## src/rtl/cmd_port_pkg.sv

```systemverilog
package cmd_port_pkg;
  localparam int CMD_W  = 8;
  localparam int CHAN_W = 2;
  localparam int SEL_W  = 3;

  localparam logic [CMD_W-1:0] EXIT_BYTE  = '1;
  localparam logic [CMD_W-1:0] CLEAR_BYTE = '0;
  localparam logic [SEL_W-1:0] SEL_CONV   = 3'b000;
  localparam logic [SEL_W-1:0] SEL_NULL   = 3'b111;

  typedef enum logic [2:0] {
    ST_CMD,   // receiving a command byte
    ST_WR,    // receiving a write word
    ST_OUT,   // shifting a word out
    ST_WAIT,  // busy flag high
    ST_RDY    // ready flag low, waiting for clearing byte
  } portState_t;

  typedef struct packed {
    logic shiftIn;
    logic shiftOut;
    logic loadRd;
    logic loadRes;
    logic latchCmd;
  } dpStrobe_t;
endpackage

```

## src/rtl/cmd_port_sync.sv

```systemverilog
module cmd_port_sync #(
  parameter int WIDTH = 1,
  parameter int STAGES = 2,
  parameter logic [WIDTH-1:0] RST_VAL = '0
) (
  input  logic             clk,
  input  logic             rstN,
  input  logic [WIDTH-1:0] din,
  output logic [WIDTH-1:0] dout
);
  logic [WIDTH-1:0] stageQ [STAGES];

  for (genvar g = 0; g < STAGES; g++) begin : g_stage
    if (g == 0) begin : g_first
      always_ff @(posedge clk or negedge rstN) begin
        if (!rstN) stageQ[0] <= RST_VAL;
        else       stageQ[0] <= din;
      end
    end else begin : g_next
      always_ff @(posedge clk or negedge rstN) begin
        if (!rstN) stageQ[g] <= RST_VAL;
        else       stageQ[g] <= stageQ[g-1];
      end
    end
  end

  assign dout = stageQ[STAGES-1];
endmodule

```

## src/rtl/cmd_port_dp.sv

```systemverilog
module cmd_port_dp
  import cmd_port_pkg::*;
#(
  parameter int DATA_W = 24
) (
  input  logic              clk,
  input  logic              rstN,
  input  dpStrobe_t         stb,
  input  logic              sdiS,
  input  logic [DATA_W-1:0] regRdData,
  input  logic [DATA_W-1:0] resData,
  output logic [DATA_W-1:0] shWord,
  output logic [CMD_W-1:0]  rxByte,
  output logic [CHAN_W-1:0] cmdChan,
  output logic [SEL_W-1:0]  cmdSel,
  output logic              dataBit
);
  logic [DATA_W-1:0] shReg;
  logic [DATA_W-1:0] rxWord;

  assign rxWord = {shReg[DATA_W-2:0], sdiS};
  assign rxByte = rxWord[CMD_W-1:0];
  assign shWord = shReg;

  always_ff @(posedge clk or negedge rstN) begin
    if (!rstN) begin
      shReg   <= '0;
      dataBit <= 1'b0;
    end else if (stb.loadRd || stb.loadRes) begin
      shReg <= stb.loadRes ? resData : regRdData;
    end else if (stb.shiftIn) begin
      shReg <= rxWord;
    end else if (stb.shiftOut) begin
      dataBit <= shReg[DATA_W-1];
      shReg   <= {shReg[DATA_W-2:0], 1'b0};
    end
  end

  always_ff @(posedge clk or negedge rstN) begin
    if (!rstN) begin
      cmdChan <= '0;
      cmdSel  <= '0;
    end else if (stb.latchCmd) begin
      cmdChan <= rxByte[5:4];
      cmdSel  <= rxByte[SEL_W-1:0];
    end
  end
endmodule

```

## src/rtl/cmd_port_fsm.sv

```systemverilog
module cmd_port_fsm
  import cmd_port_pkg::*;
#(
  parameter int DATA_W = 24
) (
  input  logic             clk,
  input  logic             rstN,
  input  logic             csS,
  input  logic             sclkS,
  input  logic [CMD_W-1:0] rxByte,
  input  logic             dataBit,
  input  logic             resultReady,
  output dpStrobe_t        stb,
  output logic             sdoOut,
  output logic             regWr,
  output logic             regRd,
  output logic             convStart,
  output logic             calStart,
  output logic             resRd,
  output logic             contConv
);
  localparam int CNT_W = $clog2(DATA_W);
  localparam logic [CNT_W-1:0] BYTE_LAST = CNT_W'(CMD_W - 1);
  localparam logic [CNT_W-1:0] WORD_LAST = CNT_W'(DATA_W - 1);

  portState_t state, nextState;
  logic [CNT_W-1:0] bitCnt, nextCnt;
  logic sclkPrev, isCal, nextCal, nextCont;
  logic nWr, nRd, nConv, nCal, nRes;
  logic rise, fall, active, byteEnd, wordEnd;

  assign active  = !csS;
  assign rise    = active && sclkS && !sclkPrev;
  assign fall    = active && !sclkS && sclkPrev;
  assign byteEnd = rise && (state inside {ST_CMD, ST_WAIT, ST_RDY}) && bitCnt == BYTE_LAST;
  assign wordEnd = rise && (state inside {ST_WR, ST_OUT}) && bitCnt == WORD_LAST;
  assign sdoOut  = (state == ST_OUT) ? dataBit : (state == ST_WAIT);

  always_comb begin
    stb = '0;
    stb.loadRd  = regRd;
    stb.loadRes = resRd;
    nextState = state;
    nextCnt   = bitCnt;
    nextCont  = contConv;
    nextCal   = isCal;
    {nWr, nRd, nConv, nCal, nRes} = '0;
    if (!active) begin
      nextCnt = '0;
      if (state inside {ST_CMD, ST_WR, ST_OUT}) nextState = ST_CMD;
    end
    if (rise) begin
      nextCnt = bitCnt + 1'b1;
      stb.shiftIn = (state != ST_OUT);
    end
    if (fall && state == ST_OUT) stb.shiftOut = 1'b1;
    if (byteEnd) begin
      nextCnt = '0;
      if (contConv && rxByte == EXIT_BYTE) begin
        nextCont  = 1'b0;
        nextState = ST_CMD;
      end else if (state == ST_CMD && !contConv) begin
        stb.latchCmd = 1'b1;
        if (!rxByte[6]) begin
          if (!rxByte[7]) begin
            if (rxByte[3]) begin
              nextState = ST_OUT;
              nRd = 1'b1;
            end else begin
              nextState = ST_WR;
            end
          end else if (rxByte[SEL_W-1:0] == SEL_CONV) begin
            nConv = 1'b1;
            nextCont = rxByte[3];
            nextCal = 1'b0;
            nextState = ST_WAIT;
          end else if (rxByte[SEL_W-1:0] != SEL_NULL) begin
            nCal = 1'b1;
            nextCal = 1'b1;
            nextState = ST_WAIT;
          end
        end
      end else if (state == ST_RDY && rxByte == CLEAR_BYTE) begin
        if (isCal) begin
          nextState = ST_CMD;
        end else begin
          nextState = ST_OUT;
          nRes = 1'b1;
        end
      end
    end
    if (wordEnd) begin
      nextCnt = '0;
      if (state == ST_WR) begin
        nWr = 1'b1;
        nextState = ST_CMD;
      end else begin
        nextState = contConv ? ST_WAIT : ST_CMD;
      end
    end
    if (state == ST_WAIT && nextState == ST_WAIT && resultReady) nextState = ST_RDY;
  end

  always_ff @(posedge clk or negedge rstN) begin
    if (!rstN) begin
      state    <= ST_CMD;
      bitCnt   <= '0;
      sclkPrev <= 1'b0;
      isCal    <= 1'b0;
      contConv <= 1'b0;
      {regWr, regRd, convStart, calStart, resRd} <= '0;
    end else begin
      state    <= nextState;
      bitCnt   <= nextCnt;
      sclkPrev <= sclkS;
      isCal    <= nextCal;
      contConv <= nextCont;
      {regWr, regRd, convStart, calStart, resRd} <= {nWr, nRd, nConv, nCal, nRes};
    end
  end
endmodule

```

## src/rtl/cmd_port_ctrl.sv

```systemverilog
module cmd_port_ctrl
  import cmd_port_pkg::*;
#(
  parameter int DATA_W = 24,
  parameter int SYNC_STAGES = 2
) (
  input  logic              clk,
  input  logic              rstN,
  input  logic              csN,
  input  logic              sclk,
  input  logic              sdi,
  output logic              sdoOut,
  output logic              sdoOe,
  output logic [CHAN_W-1:0] regChan,
  output logic [SEL_W-1:0]  regSel,
  output logic              regWr,
  output logic [DATA_W-1:0] regWrData,
  output logic              regRd,
  input  logic [DATA_W-1:0] regRdData,
  output logic              convStart,
  output logic              contConv,
  output logic              calStart,
  input  logic              resultReady,
  output logic              resRd,
  input  logic [DATA_W-1:0] resData
);
  logic csS, sclkS, sdiS, dataBit;
  logic [CMD_W-1:0] rxByte;
  dpStrobe_t stb;

  cmd_port_sync #(.WIDTH(3), .STAGES(SYNC_STAGES), .RST_VAL(3'b100)) u_sync (
    .clk(clk), .rstN(rstN),
    .din({csN, sclk, sdi}),
    .dout({csS, sclkS, sdiS})
  );

  cmd_port_fsm #(.DATA_W(DATA_W)) u_fsm (
    .clk(clk), .rstN(rstN), .csS(csS), .sclkS(sclkS), .rxByte(rxByte),
    .dataBit(dataBit), .resultReady(resultReady), .stb(stb), .sdoOut(sdoOut),
    .regWr(regWr), .regRd(regRd), .convStart(convStart), .calStart(calStart),
    .resRd(resRd), .contConv(contConv)
  );

  cmd_port_dp #(.DATA_W(DATA_W)) u_dp (
    .clk(clk), .rstN(rstN), .stb(stb), .sdiS(sdiS), .regRdData(regRdData),
    .resData(resData), .shWord(regWrData), .rxByte(rxByte),
    .cmdChan(regChan), .cmdSel(regSel), .dataBit(dataBit)
  );

  assign sdoOe = !csN;
endmodule

```

## config.mk

```make
export PLATFORM = sky130hd
export DESIGN_NAME = cmd_port_ctrl
export DESIGN_NICKNAME = d
export VERILOG_FILES = /design/src/rtl/cmd_port_pkg.sv /design/src/rtl/cmd_port_sync.sv /design/src/rtl/cmd_port_dp.sv /design/src/rtl/cmd_port_fsm.sv /design/src/rtl/cmd_port_ctrl.sv
export SDC_FILE = /design/constraint.sdc
export NUM_CORES = 1
export LEC_CHECK = 0
export BUFFER_PORTS_ARGS = -buffer_cell sky130_fd_sc_hd__buf_2
export CAP_MARGIN = 20
export CORE_MARGIN = 2
export CORE_UTILIZATION = 55
export DETAILED_ROUTE_END_ITERATION = 10
export HOLD_SLACK_MARGIN = 0.06
export MAX_ROUTING_LAYER = met4
export PLACE_DENSITY_LB_ADDON = 0.08
export SETUP_SLACK_MARGIN = 0.02
export SYNTH_ARGS = -nofsm -noshare
export SYNTH_HDL_FRONTEND = slang
export SYNTH_SLANG_ARGS = --single-unit
```

## constraint.sdc

```tcl
create_clock -name clk -period 4.6 [get_ports clk]
set_input_delay 1.15 -clock clk [delete_from_list [all_inputs] [get_ports clk]]
set_output_delay 1.15 -clock clk [all_outputs]
set_load 0.05 [all_outputs]
```

## Word level (Yosys, flattened, before mapping)

Cells that the tools add are included.

| storage, ports and cells | value |
|---|---|
| bits in registers | 52 |
| word-level logic and storage cells | 130 |

| operators by class | value |
|---|---|
| add/sub/neg operators | 1 |
| equal/unequal tests | 11 |
| muxes and demuxes | 63 |
| bitwise gates (word level) | 4 |
| reductions and logical operators | 35 |

Operators by type and width:

| cell | number |
|---|---|
| 24-bit two-way mux | 4 |
| 1-bit two-way mux | 39 |
| 3-bit two-way mux | 13 |
| 5-bit two-way mux | 4 |
| 1-bit logical AND | 14 |
| 2-bit nonzero test | 5 |
| 3-bit by 2-bit equality test with 1-bit output (second input constant) | 3 |
| 3-bit nonzero test | 3 |
| 8-bit equality test (second input constant) | 1 |
| 8-bit zero test | 1 |
| 3-bit zero test | 2 |
| 2-bit two-way mux | 3 |
| 6-bit AND reduction | 1 |
| 5-bit by 1-bit adder with 5-bit output (second input constant) | 1 |
| 5-bit by 3-bit equality test with 1-bit output (second input constant) | 1 |
| 5-bit equality test (second input constant) | 1 |
| 1-bit zero test | 5 |
| 5-bit AND reduction | 1 |
| 1-bit NOT | 4 |
| 4-bit nonzero test | 1 |
| 3-bit by 1-bit equality test with 1-bit output (second input constant) | 1 |
| 3-bit equality test (second input constant) | 1 |
| 3-bit by 2-bit != test with 1-bit output (second input constant) | 1 |
| 3-bit != test (second input constant) | 1 |
| 3 further kinds | 3 |

## Longest topological paths before layout

| depth | value |
|---|---|
| depth after elaboration | 16 |
| depth in mapped cells | 6 |
| depth with buffers taken out | 5 |

## Hierarchy

A second synthesis with hierarchy kept.

| unflattened totals | value |
|---|---|
| cells, all modules | 279 |
| area total of the unflattened synthesis | 3001.6 um^2 |

By module, submodules not included:

| module | times used | cells each | area an instance (um^2) | seq. area each (um^2) |
|---|---|---|---|---|
| cmd_port_dp | 1 | 155 | 1720.4 | 750.7 |
| cmd_port_fsm | 1 | 114 | 1102.3 | 400.4 |
| cmd_port_sync | 1 | 9 | 175.2 | 152.6 |
| cmd_port_ctrl | 1 | 1 | 3.8 | 0.0 |

## Worst setup path before layout

Ideal clock, no wire load.

| path | value |
|---|---|
| kind | in2out |
| from | input port csN |
| to | output port sdoOe |
| data arrival time | 1.446 ns |
| slack | 2.004 ns |
| stages on the path | 1 |
| buffers on the path | 0 |
| cell sequence | inv_1 |

| on the way | value |
|---|---|
| longest elaborated chain between the ends | 1 |

RTL lines:

| element | line | source |
|---|---|---|
| from (decl) | cmd_port_ctrl.sv:9 | `input logic csN,` |
| 1-bit zero test | cmd_port_ctrl.sv:50 | `assign sdoOe = !csN;` |
| to (decl) | cmd_port_ctrl.sv:13 | `output logic sdoOe,` |

No other way between the ends.

## Worst setup path in the final report

| path | value |
|---|---|
| from | register u_fsm.regRd |
| to | output port regRd |

RTL lines:

| element | line | source |
|---|---|---|
| from (decl) | cmd_port_fsm.sv:16 | `output logic regRd,` |
| from (signal assigned) | cmd_port_fsm.sv:118 | `{regWr, regRd, convStart, calStart, resRd} <= {nWr, nRd, nConv, nCal, nRes};` |
| to (decl) | cmd_port_ctrl.sv:18 | `output logic regRd,` |

No word-level cell between the ends.

==> out/qor.csv <==
stage;metric;value;unit
status;outcome;finished, final reports clean;
cts;CTS root buffer;clkbuf_8;
synth;mapped cell area;2940;µm²
min_path;hold crit path type;reg2reg;
setup_path;CP max FO;16;
setup_path;Critical Path RT;3.45;ns
final_layout;Syn-to-layout area delta;19.6;%
synth;top cells by count, synth;dfrtp_1, nand2_1, mux2i_1, o21ai_0, mux2_4;
synth;synth top area cells;dfrtp_1, mux2_4, mux2i_1;
placed_design;Inst Count DP;418;
synth;Synth Flop Type;dfrtp_1;
detailed_routing;routed via count;2318;
grt;total track usage;22.2;%
min_path;worst hold start;u_sync.stageQ[3];
synth;top-count cell post-synth;dfrtp_1;
detailed_routing;ANT nets after route;0;
power;P_sw;553;µW
cts;worst skew pair latency;0.30;ns
detailed_routing;WL per Instance;15.0;µm
setup_path;Setup Crit Path Kind;reg2out;
setup_path;capturing element type of the critical path;primary output;
final_layout;share of cells above drive strength 1;37.4;%
setup_path;Reg2Reg Launch Point;u_fsm.regRd;
power;Clk pwr share;22.2;%
grt;total grt overflow;0;
setup_path;startpoint types;flop;
run;max cap viols;0;
floorplan;row count;26;
final_layout;Inserted Diodes;0;
sta;max-slew violations;0;
floorplan;Die H;77.1;µm
placed_design;GP Congestion;0.813;
synth;Syn Inst Count;270;
power;LEAKAGE;1.64;nW
sta;final setup margin;1.83;ns
setup_path;CP arrival;1.62;ns
floorplan;die width;77.1;µm
floorplan;Starting Density;57.2;%
setup_path;Worst R2R End;u_dp.shWord[2];
setup_path;peak per-stage delay on the critical path;0.91;ns
detailed_routing;DRC;0;
final_layout;layout net count;410;
power;VDD IR max;0.000190;V
sta;Highest Clock Rate;362;MHz
cts;clk buf depth;2;
setup_path;worst reg-to-reg path cell count;4;
cts;CTS tree;done;
power;Flop pwr share;43.5;%
cts;htree depth;2;
final_layout;Fillers;429;
setup_path;CP top delay family;flip-flops;
placed_design;Detailed Place HPWL;4540;µm
synth;Syn Area/Cell;10.9;µm²
synth;sequential element share of the synthesized area;44.4;%
synth;post-synth cell types;53;
sta;Final min period;2.77;ns
power;Comb power frac;34.3;%
detailed_routing;iteration-0 DRC count of the detailed router;121;
synth;Yosys warning count;0;
sta;Setup TNS;0;ns
floorplan;total core area;5140;µm²
sta;Final Cycle Share;60.1;%
synth;Synth area leader;dfrtp_1;
synth;Mapped Nets;325;
cts;setup bufs post-CTS;0;
power;total chip power;1.40;mW
setup_path;slowest stage cell on the critical path;dfrtp_1;
grt;antenna violations before repair;0;
min_path;cell depth of the worst hold path;0;
cts;cts repair resizes;0;
sta;Max transition margin;42.4;%
synth;Async S/R FF share, synth;100;%
setup_path;CP Buf/Inv Count;1;
cts;clock sink total;52;
synth;flops & latches, synth;52;
power;Sw Ratio;39.6;%
sta;Final Hold Vio Count;0;
synth;Synth top area share;42.6;%
synth;EDFF count, synth;0;
placed_design;Port Buf Inserts;90;
sta;# setup viols final;0;
floorplan;IO Count;91;
setup_path;reg-to-reg slack, setup;2.31;ns
min_path;hold path endpoint;u_sync.dout[0];
cts;Hold-fix buffers, CTS;0;
grt;vias in the first global route;2045;
setup_path;sequence of cells on the critical path;buf_2;
cts;Clock Pin Slew Worst Setup and Hold Paths;0.09;ns
placed_design;worst slack, placed;1.91;ns
sta;RSZ-0062 raised after global routing;no;
sta;actual slew at the worst max-slew pin;0.864;ns
sta;clk_skew;0.00514;ns
floorplan;DIE AREA;5940;µm²
final_layout;Non-Filler Instances;426;
detailed_routing;DRT Wirelength;6380;µm
detailed_routing;DR pass1 iterations;4;
power;cell-internal power;843;µW
grt;first-pass GRT wire length;10200;µm
cts;Num CTS Buffers;5;
grt;largest net degree at the start of global routing;51;
power;pwr dens;397;nW/µm²
detailed_routing;DR vias/cell;5.44;
cells in the final DEF, fill, tap and decap left out, types with 5 or more instances in the layout:
master / n
nand2_1: 32
nor2b_1: 5
dfrtp_1: 50
mux2i_1: 24
inv_1: 7
a21oi_1: 7
nor2_1: 13
mux2_4: 18
o21ai_0: 24
clkbuf_8: 5
nand2b_1: 5
buf_2: 90
mux2_1: 10
power groups by stage:
stage	Clock [mW]	Sequential [mW]	Combinational, mW
after detailed placement	0	0.615	0.482
after global routing	0.336	0.617	0.506
final	0.310	0.607	0.479
after floorplan	0	0.795	0.158
after CTS	0.318	0.606	0.483
after global placement	0	0.613	0.475
per-stage QoR:
stage | hold slack [ns] | cell area (µm²) | util, %
after global placement | 0.332 | 3400 | 66.2
after detailed placement | 0.335 | 3400 | 66.2
final | 0.357 | 3510 | 68.4
after global routing | 0.370 | 3510 | 68.4
after CTS | 0.357 | 3510 | 68.4
after floorplan | 0.331 | 2940 | -
layout make-up:
type | instances | area, µm² | share of cell area, %
Sequential cell | 52 | 1300 | 37.1
Timing Repair Buffer | 93 | 473 | 13.5
Inverter | 7 | 26.3 | 0.748
Tap cell | 70 | 87.6 | 2.49
Multi-Input combinational cell | 196 | 1510 | 43.0
Clock inverter | 3 | 42.5 | 1.21
Clock buffer | 5 | 68.8 | 1.96
layer usage:
layer | part of all wire [%] | vias up | global-route usage, % | routed length (µm)
met1 | 49 | 1097 | 32.2 | 3120
met4 | 1.0 | 0 | 5.89 | 65
li1 | - | 1138 | - | -
met5 | 0 | - | - | 0
met2 | 45 | 78 | 33.0 | 2870
met3 | 5.1 | 5 | 3.18 | 324
worst max-delay path by stage:
| stage | start | endpoint | slack (ns) | depth (start not counted) |
|---|---|---|---|---|
| floorplan | csN | sdoOe | 2.00 | 1 |
| global placement | csN | sdoOe | 1.91 | 3 |
| detailed placement | csN | sdoOe | 1.91 | 3 |
| CTS | u_fsm.regRd | regRd | 1.81 | 1 |
| global route | u_fsm.state[1] | sdoOut | 1.73 | 3 |
| finish | u_fsm.regRd | regRd | 1.83 | 1 |
registers in the layout, summed over array words and instances (netlist names), 2 cells and up:
| signal | cells |
|---|---|
| u_fsm.bitCnt | 5 |
| u_dp.shWord | 24 |
| u_dp.cmdSel | 3 |
| u_sync.dout | 3 |
| u_dp.cmdChan | 2 |
| u_sync.stageQ | 3 |
| u_fsm.state | 3 |
cells by family after synthesis:
logic type / share of synthesized area, %
simple gates: 16.9
compound gates: 11.8
mux: 21.2
flops: 44.4
buf+inv: 4.17
xor+xnor: 1.19
fa+ha+maj: 0.426
No activity file was read; power rests on OpenSTA's default activity.
